## config.mk

```make
export PLATFORM = sky130hd
export DESIGN_NAME = blk_dma
export DESIGN_NICKNAME = d
export VERILOG_FILES = /design/src/rtl/blk_dma.sv
export SDC_FILE = /design/constraint.sdc
export NUM_CORES = 1
export LEC_CHECK = 0
export BUFFER_PORTS_ARGS = -buffer_cell sky130_fd_sc_hd__buf_2
export CORE_AREA = 4 4 102 104
export CTS_CLUSTER_SIZE = 14
export DETAILED_ROUTE_END_ITERATION = 8
export DIE_AREA = 0 0 106 108
export GPL_TIMING_DRIVEN = 0
export SKIP_CTS_REPAIR_TIMING = 1
export SYNTH_ARGS = -nofsm -noshare
export SYNTH_HDL_FRONTEND = slang
export SYNTH_SLANG_ARGS = --single-unit
```

## constraint.sdc

```tcl
create_clock -name clk -period 3.9 [get_ports clk]
set_input_delay 0.195 -clock clk [delete_from_list [all_inputs] [get_ports clk]]
set_output_delay 0.195 -clock clk [all_outputs]
set_load 0.05 [all_outputs]
```

## src/rtl/blk_dma.sv

```systemverilog
module blk_dma #(
  parameter int W = 16
) (
  input  logic         clk,
  input  logic         rst_n,
  input  logic         reg_wr,
  input  logic [1:0]   reg_sel,
  input  logic [W-1:0] reg_wdata,
  output logic [W-1:0] reg_rdata,
  input  logic         dev_req,
  output logic         dev_ack,
  output logic         hold,
  input  logic         hlda,
  output logic         bus_oe,
  output logic [W-1:0] bus_addr,
  output logic         mem_rd,
  output logic         mem_wr
);

  typedef enum logic [2:0] {S_IDLE, S_WAIT, S_REQ, S_XFER, S_REL, S_DROP} st_t;

  st_t         st;
  logic [W-1:0] addr_q, cnt_q;
  logic         dir_q, word_q, done_q;

  wire          busy    = (st != S_IDLE);
  wire          host_wr = reg_wr && !busy;
  wire          start   = host_wr && (reg_sel == 2'd2) && reg_wdata[2];
  wire [W-1:0]  step    = word_q ? W'(2) : W'(1);
  wire          last    = (cnt_q <= step);

  always_ff @(posedge clk or negedge rst_n) begin
    if (!rst_n) begin
      st     <= S_IDLE;
      addr_q <= '0;
      cnt_q  <= '0;
      dir_q  <= 1'b0;
      word_q <= 1'b0;
      done_q <= 1'b0;
    end else begin
      if (host_wr) begin
        case (reg_sel)
          2'd0: addr_q <= reg_wdata;
          2'd1: cnt_q  <= reg_wdata;
          2'd2: begin
            dir_q  <= reg_wdata[0];
            word_q <= reg_wdata[1];
          end
          default: ;
        endcase
      end
      case (st)
        S_IDLE: if (start) begin
          done_q <= (cnt_q == '0);
          if (cnt_q != '0) st <= S_WAIT;
        end
        S_WAIT: if (dev_req) st <= S_REQ;
        S_REQ:  if (hlda) st <= S_XFER;
        S_XFER: st <= S_REL;
        S_REL: begin
          addr_q <= addr_q + step;
          cnt_q  <= last ? '0 : cnt_q - step;
          st     <= S_DROP;
        end
        S_DROP: if (!hlda) begin
          if (cnt_q == '0) begin
            st     <= S_IDLE;
            done_q <= 1'b1;
          end else begin
            st <= S_WAIT;
          end
        end
        default: st <= S_IDLE;
      endcase
    end
  end

  assign hold     = (st == S_REQ) || (st == S_XFER) || (st == S_REL);
  assign bus_oe   = (st == S_XFER);
  assign dev_ack  = bus_oe;
  assign mem_rd   = bus_oe && dir_q;
  assign mem_wr   = bus_oe && !dir_q;
  assign bus_addr = bus_oe ? addr_q : '0;

  always_comb begin
    case (reg_sel)
      2'd0:    reg_rdata = addr_q;
      2'd1:    reg_rdata = cnt_q;
      2'd2:    reg_rdata = W'({word_q, dir_q});
      default: reg_rdata = W'({done_q, busy});
    endcase
  end

  p_grant_before_drive_r4: assert property (@(posedge clk) disable iff (!rst_n)
    bus_oe |-> (hlda && hold));

  p_one_strobe_r5: assert property (@(posedge clk) disable iff (!rst_n)
    $onehot0({mem_rd, mem_wr}) && (dev_ack == bus_oe));

  p_quiet_before_release_r6: assert property (@(posedge clk) disable iff (!rst_n)
    $fell(hold) |-> (!bus_oe && $past(!bus_oe)));

  p_start_clears_done_r3: assert property (@(posedge clk) disable iff (!rst_n)
    $rose(busy) |-> !done_q);

  p_count_no_wrap_r8: assert property (@(posedge clk) disable iff (!rst_n)
    (st == S_REL) |=> (cnt_q <= $past(cnt_q)));

  p_busy_write_ignored_r10: assert property (@(posedge clk) disable iff (!rst_n)
    (busy && reg_wr && reg_sel == 2'd1 && st != S_REL) |=> $stable(cnt_q));

  p_idle_no_hold_r9: assert property (@(posedge clk) disable iff (!rst_n)
    (st == S_IDLE) |-> !hold);

endmodule

```

# [Yosys cells after proc, flatten, opt, wreduce, memory -nomap -nowiden]
# Cells that the tools add are included.
[op_classes] n_reduce_logical=23 eq_ne=13 add_sub_neg=2 muxes=21 n_lt_le_gt_ge=1
[op_table] cell="$mux W16" count=8
[op_table] cell="$pmux W16 S3" count=1
[op_table] cell="$pmux W3 S6" count=1
[op_table] cell="$add A16 B2 Y16" count=1
[op_table] cell="$le A16 B2 Y1" count=1
[op_table] cell="$logic_not A16 Y1" count=1
[op_table] cell="$reduce_bool A16 Y1" count=1
[op_table] cell="$sub A16 B2 Y16" count=1
[op_table] cell="$mux W3" count=5
[op_table] cell="$ne A2 B2 Y1 const B" count=6
[op_table] cell="$reduce_bool A2 Y1" count=4
[op_table] cell="$eq A3 B2 Y1 const B" count=2
[op_table] cell="$eq A3 B3 Y1 const B" count=2
[op_table] cell="$reduce_and A2 Y1" count=3
[op_table] cell="$logic_and A1 B1 Y1" count=5
[op_table] cell="$reduce_and A5 Y1" count=1
[op_table] cell="$mux W1" count=4
[op_table] cell="$reduce_and A4 Y1" count=1
[op_table] cell="$eq A3 B1 Y1 const B" count=1
[op_table] cell="$logic_not A3 Y1" count=1
[op_table] cell="$reduce_bool A3 Y1" count=1
[op_table] cell="$eq A2 B1 Y1 const B" count=1
[op_table] cell="$eq A2 B2 Y1 const B" count=1
[op_table] cell="$logic_not A1 Y1" count=2
[op_table] cell="other kinds (4)" count=5
[totals] elab_cells=66 output_inout_bits=37 inputBits=23 reg_bits=38

# [Depth between registers and ports, before layout]
# Gate-level depths: netlist of run 1.
[logic_depth] ltp_word=7 ltp_mapped=9

# [Worst setup path after synthesis of run 1]
# No wires, ideal clock.
[synth_timing] kind="flip-flop to flip-flop" start="reg word_q" end="reg addr_q[12]" path_buffers=0 synth_period_minus_slack_ps=2156 setup_slack_ps=1744 setup_ps=99 arrival_time_ps=2057 path_stages_with_launch=10 cell_sequence="dfrtp_1 inv_1 ha_1 inv_1 fa_1 nand3b_1 nor2b_1 and3_1 a211oi_1 a311oi_1"
[synth_between] elab_chain_cells=3
[synth_rtl] element="start, declared" line="24" text="logic dir_q, word_q, done_q;"
[synth_rtl] element="start signal, assigned" line="47" text="word_q <= reg_wdata[1];"
[synth_rtl] element="$mux W2" line="29" text="wire [W-1:0] step = word_q ? W'(2) : W'(1);"
[synth_rtl] element="$add A16 B2 Y16" line="61" text="addr_q <= addr_q + step;"
[synth_rtl] element="$mux W16" line="52" text="case (st)"
[synth_rtl] element="end signal, assigned" line="43" text="2'd0: addr_q <= reg_wdata;"
[synth_rtl] element="end signal, assigned" line="61"
[synth_rtl] element="end, declared" line="23" text="logic [W-1:0] addr_q, cnt_q;"
# Every way passes these cells.
# A chain may end at the register's enable or synchronous reset.

# [Final worst setup path of run 1]
# Ends and elaborated chain as after synthesis.

==> out/qor.txt, run 1 <==
================================================================================
Mapped Area                                                          0.00281 mm²
Clk Tree Root Cell                                                  sky130_fd_sc_hd__clkbuf_8
Wire length of the first global-routing pass                            14800 µm
Count of buffers inserted at the top-level ports                              58
Total Power                                                              3.01 mW
Post-layout min period                                                   2.56 ns
Post-detailed-route DRC marker count                                           0
Synth top area cells                                                sky130_fd_sc_hd__dfrtp_1 (34%), sky130_fd_sc_hd__nor2_1 (5.6%), sky130_fd_sc_hd__mux2i_1 (5.3%)
Arrival time at the worst endpoint                                       2.77 ns
Overall fraction of global-route tracks in use                             0.164
Number of instances in the synthesized netlist                               330
Number of hold violations in the final report                                  0
Critical path's top delay family                                    simple AND/OR/NAND/NOR gates
Final Wtd Congestion                                                       0.893
Area fraction of the dominant cell type after synthesis                    0.339
Storage element area                                                     951 µm²
Crit-path most repeated cell                                        sky130_fd_sc_hd__inv_1
Number of antenna violations at the first check in global routing              0
Number of cell instances on the worst register-to-register path                9
Number of buffers added by the clock tree synthesis step                       5
Starting DRT DRC Count                                                       259
CP Depth                                                                       9
Full die area                                                         0.0114 mm²
Placed wire-length estimate                                              6980 µm
Peak fanout along the critical path                                            5
Pwr dens                                                              891 mW/mm²
Max-cap violation count                                                        0
Asr flop ratio synth                                                        1.00
Top flip-flop cell by instance count after synthesis                sky130_fd_sc_hd__dfrtp_1
Worst Clk Skew                                                         0.0104 ns
CTS tree                                                                    done
Tcrit/Tclk final                                                           0.657
Final Setup Violations                                                         0
Maximum cell stage delay along the critical path                         0.43 ns
Count of different cell masters after synthesis                               58
Ordered cell list for the critical path                             inv_1 > ha_1 > inv_1 > fa_1 > nand3b_1 > nor2b_1 > and3_1 > a211oi_1 > a311oi_1
Final setup slack of the worst path                                      1.34 ns
Number of detailed-route iterations in the first pass                          5
Mean instance size in the synthesized netlist                           8.51 µm²
Clock Pin Slew Worst Setup and Hold Paths                                0.08 ns
Number of routed nets with antenna violations                                  0
Worst slew slack as a fraction of its limit                                0.405
Largest net degree at the start of global routing                             39
Critical path capture point type                                        register
Placement Rows                                                                36
Final #Nets                                                                  424
Commonest cells after routing, fill and taps aside                  sky130_fd_sc_hd__buf_2 (62), sky130_fd_sc_hd__nor2_1 (42), sky130_fd_sc_hd__dfrtp_1 (38), sky130_fd_sc_hd__nand2_1 (27)
Clock insertion delay at the later pin of the skew report                0.30 ns
Number of buffers on the longest clock path                                    2
Dominant cell type by area after synthesis                          sky130_fd_sc_hd__dfrtp_1
Clock H-tree levels                                                            2
Type of the worst setup path                                          reg -> reg
Synthesis warning total                                                        0
Result of the run                                                   complete, no violations
Routed WL                                                                9230 µm
Final total negative setup slack                                            0 ns
Peak supply drop                                                          461 µV
Fillers                                                                     1023
Sum of buffers and inverters on the critical path                              2
Horizontal die dimension                                                  106 µm
Number of synthesized flops with an enable pin                                 0
Area growth from synthesis to layout                                       20.3%
Worst min-delay path category                                        in -> async
Final global-route overflow total                                              0
Average routed wire per standard cell                                    17.5 µm
Final max-slew violation count                                                 0
Total nets after synthesis                                                   359
Leading cell type in the layout, fill and taps excluded             sky130_fd_sc_hd__buf_2
Number of inserted diodes                                                      0
I/O pin count                                                                 60
Share of the yosys chip area belonging to registers                        0.339
Area of the multi-input gates                                        0.00172 mm²
Proportion of layout cells with a drive suffix above 1                     0.208
Number of global-route vias before repair                                   2808
Unrepaired setup endpoints after global routing                               no
Maximum clock frequency                                                  390 MHz
Standby leakage power                                                    1.54 nW
Via Count                                                                   2898
Post-synthesis sequential element count                                       38
Critical path startpoint category                                       register
Height of the chip                                                        108 µm
Worst Tran Pin Value                                                    0.892 ns
Clock Sinks                                                                   38
DR vias/cell                                                                5.49
Setup WS pre-CTS                                                         1.36 ns
WP data required                                                         4.10 ns
Placeable core region                                                0.00955 mm²
Starting Density                                                           0.294
Master of the slowest instance on the critical path                 sky130_fd_sc_hd__dfrtp_1
================================================================================
## final cells by class
class / count / share of cell area
multi-input combinational: 260 / 0.508
sequential: 38 / 0.282
timing repair buffer: 58 / 0.0860
tap: 133 / 0.0493
buffer: 21 / 0.0293
clock buffer: 6 / 0.0245
inverter: 11 / 0.0122
clock inverter: 1 / 0.00889
## sequential cells by signal (all words and copies together) (netlist names)
| register | count |
|---|---|
| addr_q | 16 |
| cnt_q | 16 |
| dir_q | 1 |
| done_q | 1 |
| st | 3 |
| word_q | 1 |
## logic make-up after synthesis
family,synth area share
mux,0.0775
buf+inv,0.0499
xor+xnor,0.0125
fa+ha+maj,0.0321
simple gates,0.251
flops,0.339
compound gates,0.238
## metrics by stage
stage	area, µm²	hold slack (ns)	util	instances
floorplan	2810	-0.101	-	330
global placement	3260	0.380	0.342	521
detailed placement	3260	0.379	0.342	521
CTS	3380	0.0650	0.354	528
global route	3380	0.0942	0.354	528
finish	3380	0.0189	0.354	528
## routing by layer
metal / track usage / vias to the layer above / share of wire
met2: 0.250 / 150 / 0.42
li1: - / 1334 / -
met5: 0 / - / 0
met4: 0.0509 / 0 / 0.019
met3: 0.0364 / 19 / 0.090
met1: 0.233 / 1395 / 0.47
## report_power, final
group	switching [mW]	total [mW]	internal, mW
combinational	1.22	1.81	0.595
sequential	0.264	0.841	0.577
clock	0.149	0.353	0.205
total	1.63	3.01	1.38
## cells in the mapped netlist, drive strengths merged, types with 3 or more instances
cell,number
a211oi,7
a21oi,19
a22o,8
a22oi,4
a311oi,3
and2,20
and3,6
buf,10
clkbuf,11
dfrtp,38
ha,4
inv,11
mux2i,15
nand2,27
nand3b,3
nor2,42
nor2b,4
nor3,10
nor4,5
o21ai,32
o22ai,4
o31ai,5
or4,3
xnor2,4
## final timing paths
path                       slack, ns          startpoint                      to
max in group asynchronous       3.33               rst_n   addr_q[4]$_DFFE_PN0P_
min                             0.02               rst_n   cnt_q[15]$_DFFE_PN0P_
min reg2reg                     0.50  done_q$_DFFE_PN0P_      done_q$_DFFE_PN0P_
max reg2reg                     1.34  word_q$_DFFE_PN0N_  addr_q[12]$_DFFE_PN0P_
max                             1.34  word_q$_DFFE_PN0N_  addr_q[12]$_DFFE_PN0P_
min in group clk                0.16       reg_wdata[10]   cnt_q[10]$_DFFE_PN0P_
Note: power is estimated with default switching activity, not from simulation.
==> run 2: changes to the inputs <==
- clock period: 3.9 -> 2.05 ns (I/O delays scaled with it)
==> out/qor.txt, run 2 (same netlist as run 1, synthesis figures left out) <==
================================================================================
Worst Clk Skew                                                        0.00897 ns
Overall fraction of global-route tracks in use                             0.166
Post-layout min period                                                   2.15 ns
Peak supply drop                                                          751 µV
Proportion of layout cells with a drive suffix above 1                     0.345
Via Count                                                                   2983
Number of antenna violations at the first check in global routing              0
Fillers                                                                      992
Full die area                                                         0.0114 mm²
Placeable core region                                                0.00955 mm²
Violations in the final reports                                     setup timing
Critical path capture point type                                        register
Utilization of the core after routing                                      0.396
Area growth from synthesis to layout                                       34.8%
Post-detailed-route DRC marker count                                           0
Number of routed nets with antenna violations                                  0
Worst min-delay path category                                          in -> reg
Average routed wire per standard cell                                    17.9 µm
Final max-slew violation count                                                 0
Standby leakage power                                                    1.71 nW
Clock H-tree levels                                                            2
Dpl cell area                                                        0.00327 mm²
Number of hold violations in the final report                                  0
Number of buffers on the longest clock path                                    2
Placed Instances                                                             521
Wire length of the first global-routing pass                            15100 µm
Result of the run                                                   finished with violations
Post-layout instance count excluding filler cells                            553
Largest net degree at the start of global routing                             39
Clock Sinks                                                                   38
Placement Rows                                                                36
Final Wtd Congestion                                                       0.914
Placed wire-length estimate                                              7060 µm
WP data required                                                         2.23 ns
Type of the worst setup path                                          reg -> reg
Number of global-route vias before repair                                   2828
Routed WL                                                                9910 µm
DR vias/cell                                                                5.39
Horizontal die dimension                                                  106 µm
Worst slew slack as a fraction of its limit                                0.397
Final Setup Violations                                                        12
Clock Pin Slew Worst Setup and Hold Paths                                0.08 ns
Largest regs                                                        addr_q: 16 flops, cnt_q: 16 flops, st: 3 flops
Leading cell type in the layout, fill and taps excluded             sky130_fd_sc_hd__buf_2
Number of detailed-route iterations in the first pass                          5
Worst Tran Pin Value                                                    0.905 ns
Max-cap violation count                                                        0
Tcrit/Tclk final                                                            1.05
Unrepaired setup endpoints after global routing                              yes
Clk Tree Root Cell                                                  sky130_fd_sc_hd__clkbuf_8
Commonest cells after routing, fill and taps aside                  sky130_fd_sc_hd__buf_2 (60), sky130_fd_sc_hd__nor2_1 (40), sky130_fd_sc_hd__dfrtp_1 (36), sky130_fd_sc_hd__buf_4 (27), sky130_fd_sc_hd__nand2_1 (24)
Peak fanout along the critical path                                            5
Count of buffers inserted at the top-level ports                              58
I/O pin count                                                                 60
CTS tree                                                                    done
Final global-route overflow total                                              0
Clock insertion delay at the later pin of the skew report                0.29 ns
Final setup slack of the worst path                                   -0.0950 ns
Number of buffers added by the clock tree synthesis step                       5
Starting Density                                                           0.294
Final instance area                                                  0.00378 mm²
Pwr dens                                                             1710 mW/mm²
Starting DRT DRC Count                                                       219
Critical path startpoint category                                       register
Maximum clock frequency                                                  466 MHz
Final #Nets                                                                  449
Height of the chip                                                        108 µm
Number of inserted diodes                                                      0
Arrival time at the worst endpoint                                       2.33 ns
================================================================================
[run 2: path summary, 6_finish.rpt]
kind / cells after the start / slack [ns] / endpoint / start
min in group asynchronous: 2 / 0.47 / cnt_q[2]$_DFFE_PN0P_ / rst_n
hold reg to reg: 2 / 0.50 / done_q$_DFFE_PN0P_ / done_q$_DFFE_PN0P_
max in group asynchronous: 2 / 0.96 / word_q$_DFFE_PN0N_ / rst_n
setup / recovery: 9 / -0.1 / addr_q[12]$_DFFE_PN0P_ / word_q$_DFFE_PN0N_
setup reg to reg: 9 / -0.1 / addr_q[12]$_DFFE_PN0P_ / word_q$_DFFE_PN0N_
hold / removal: 3 / 0.08 / word_q$_DFFE_PN0N_ / reg_wdata[1]
[run 2: metal layers]
metal | vias to the layer above | track usage | part of all wire
li1 | 1386 | - | -
met3 | 18 | 0.0358 | 0.071
met5 | - | 0 | 0
met2 | 137 | 0.256 | 0.44
met1 | 1442 | 0.240 | 0.47
met4 | 0 | 0.0370 | 0.018
[run 2: worst max-delay path: stages, from the launching register on]
cell	delay, ns
sky130_fd_sc_hd__dfrtp_2	0.43
sky130_fd_sc_hd__inv_4	0.10
sky130_fd_sc_hd__ha_4	0.14
sky130_fd_sc_hd__inv_2	0.04
sky130_fd_sc_hd__fa_2	0.37
sky130_fd_sc_hd__nand3b_1	0.24
sky130_fd_sc_hd__nor2b_4	0.18
sky130_fd_sc_hd__and3_4	0.20
sky130_fd_sc_hd__a211oi_1	0.06
sky130_fd_sc_hd__a311oi_1	0.29
[run 2: metrics by stage]
stage / setup slack [ns] / hold slack, ns / setup TNS, ns / power (mW)
finish: -0.0950 / 0.0789 / -0.379 / 6.47
detailed placement: -0.376 / 0.284 / -3.45 / 5.02
floorplan: -0.000592 / -0.193 / -0.000592 / 4.12
CTS: -0.392 / -0.0326 / -5.96 / 5.71
global route: -0.176 / 0.0969 / -1.72 / 6.91
global placement: -0.284 / 0.278 / -2.95 / 4.96
[run 2: layout make-up]
type	count	area, µm²	area share
timing repair buffer	84	503	0.133
buffer	20	110	0.0291
multi-input combinational	260	1890	0.501
clock buffer	6	82.6	0.0218
sequential	38	953	0.252
clock inverter	1	30.0	0.00794
tap	133	166	0.0440
inverter	11	43.8	0.0116
[run 2: where the power goes]
part           leakage (nW)  internal, mW  switching, mW
registers             0.438          1.10          0.537
logic                  1.22          1.58           2.58
clock network        0.0573         0.390          0.281
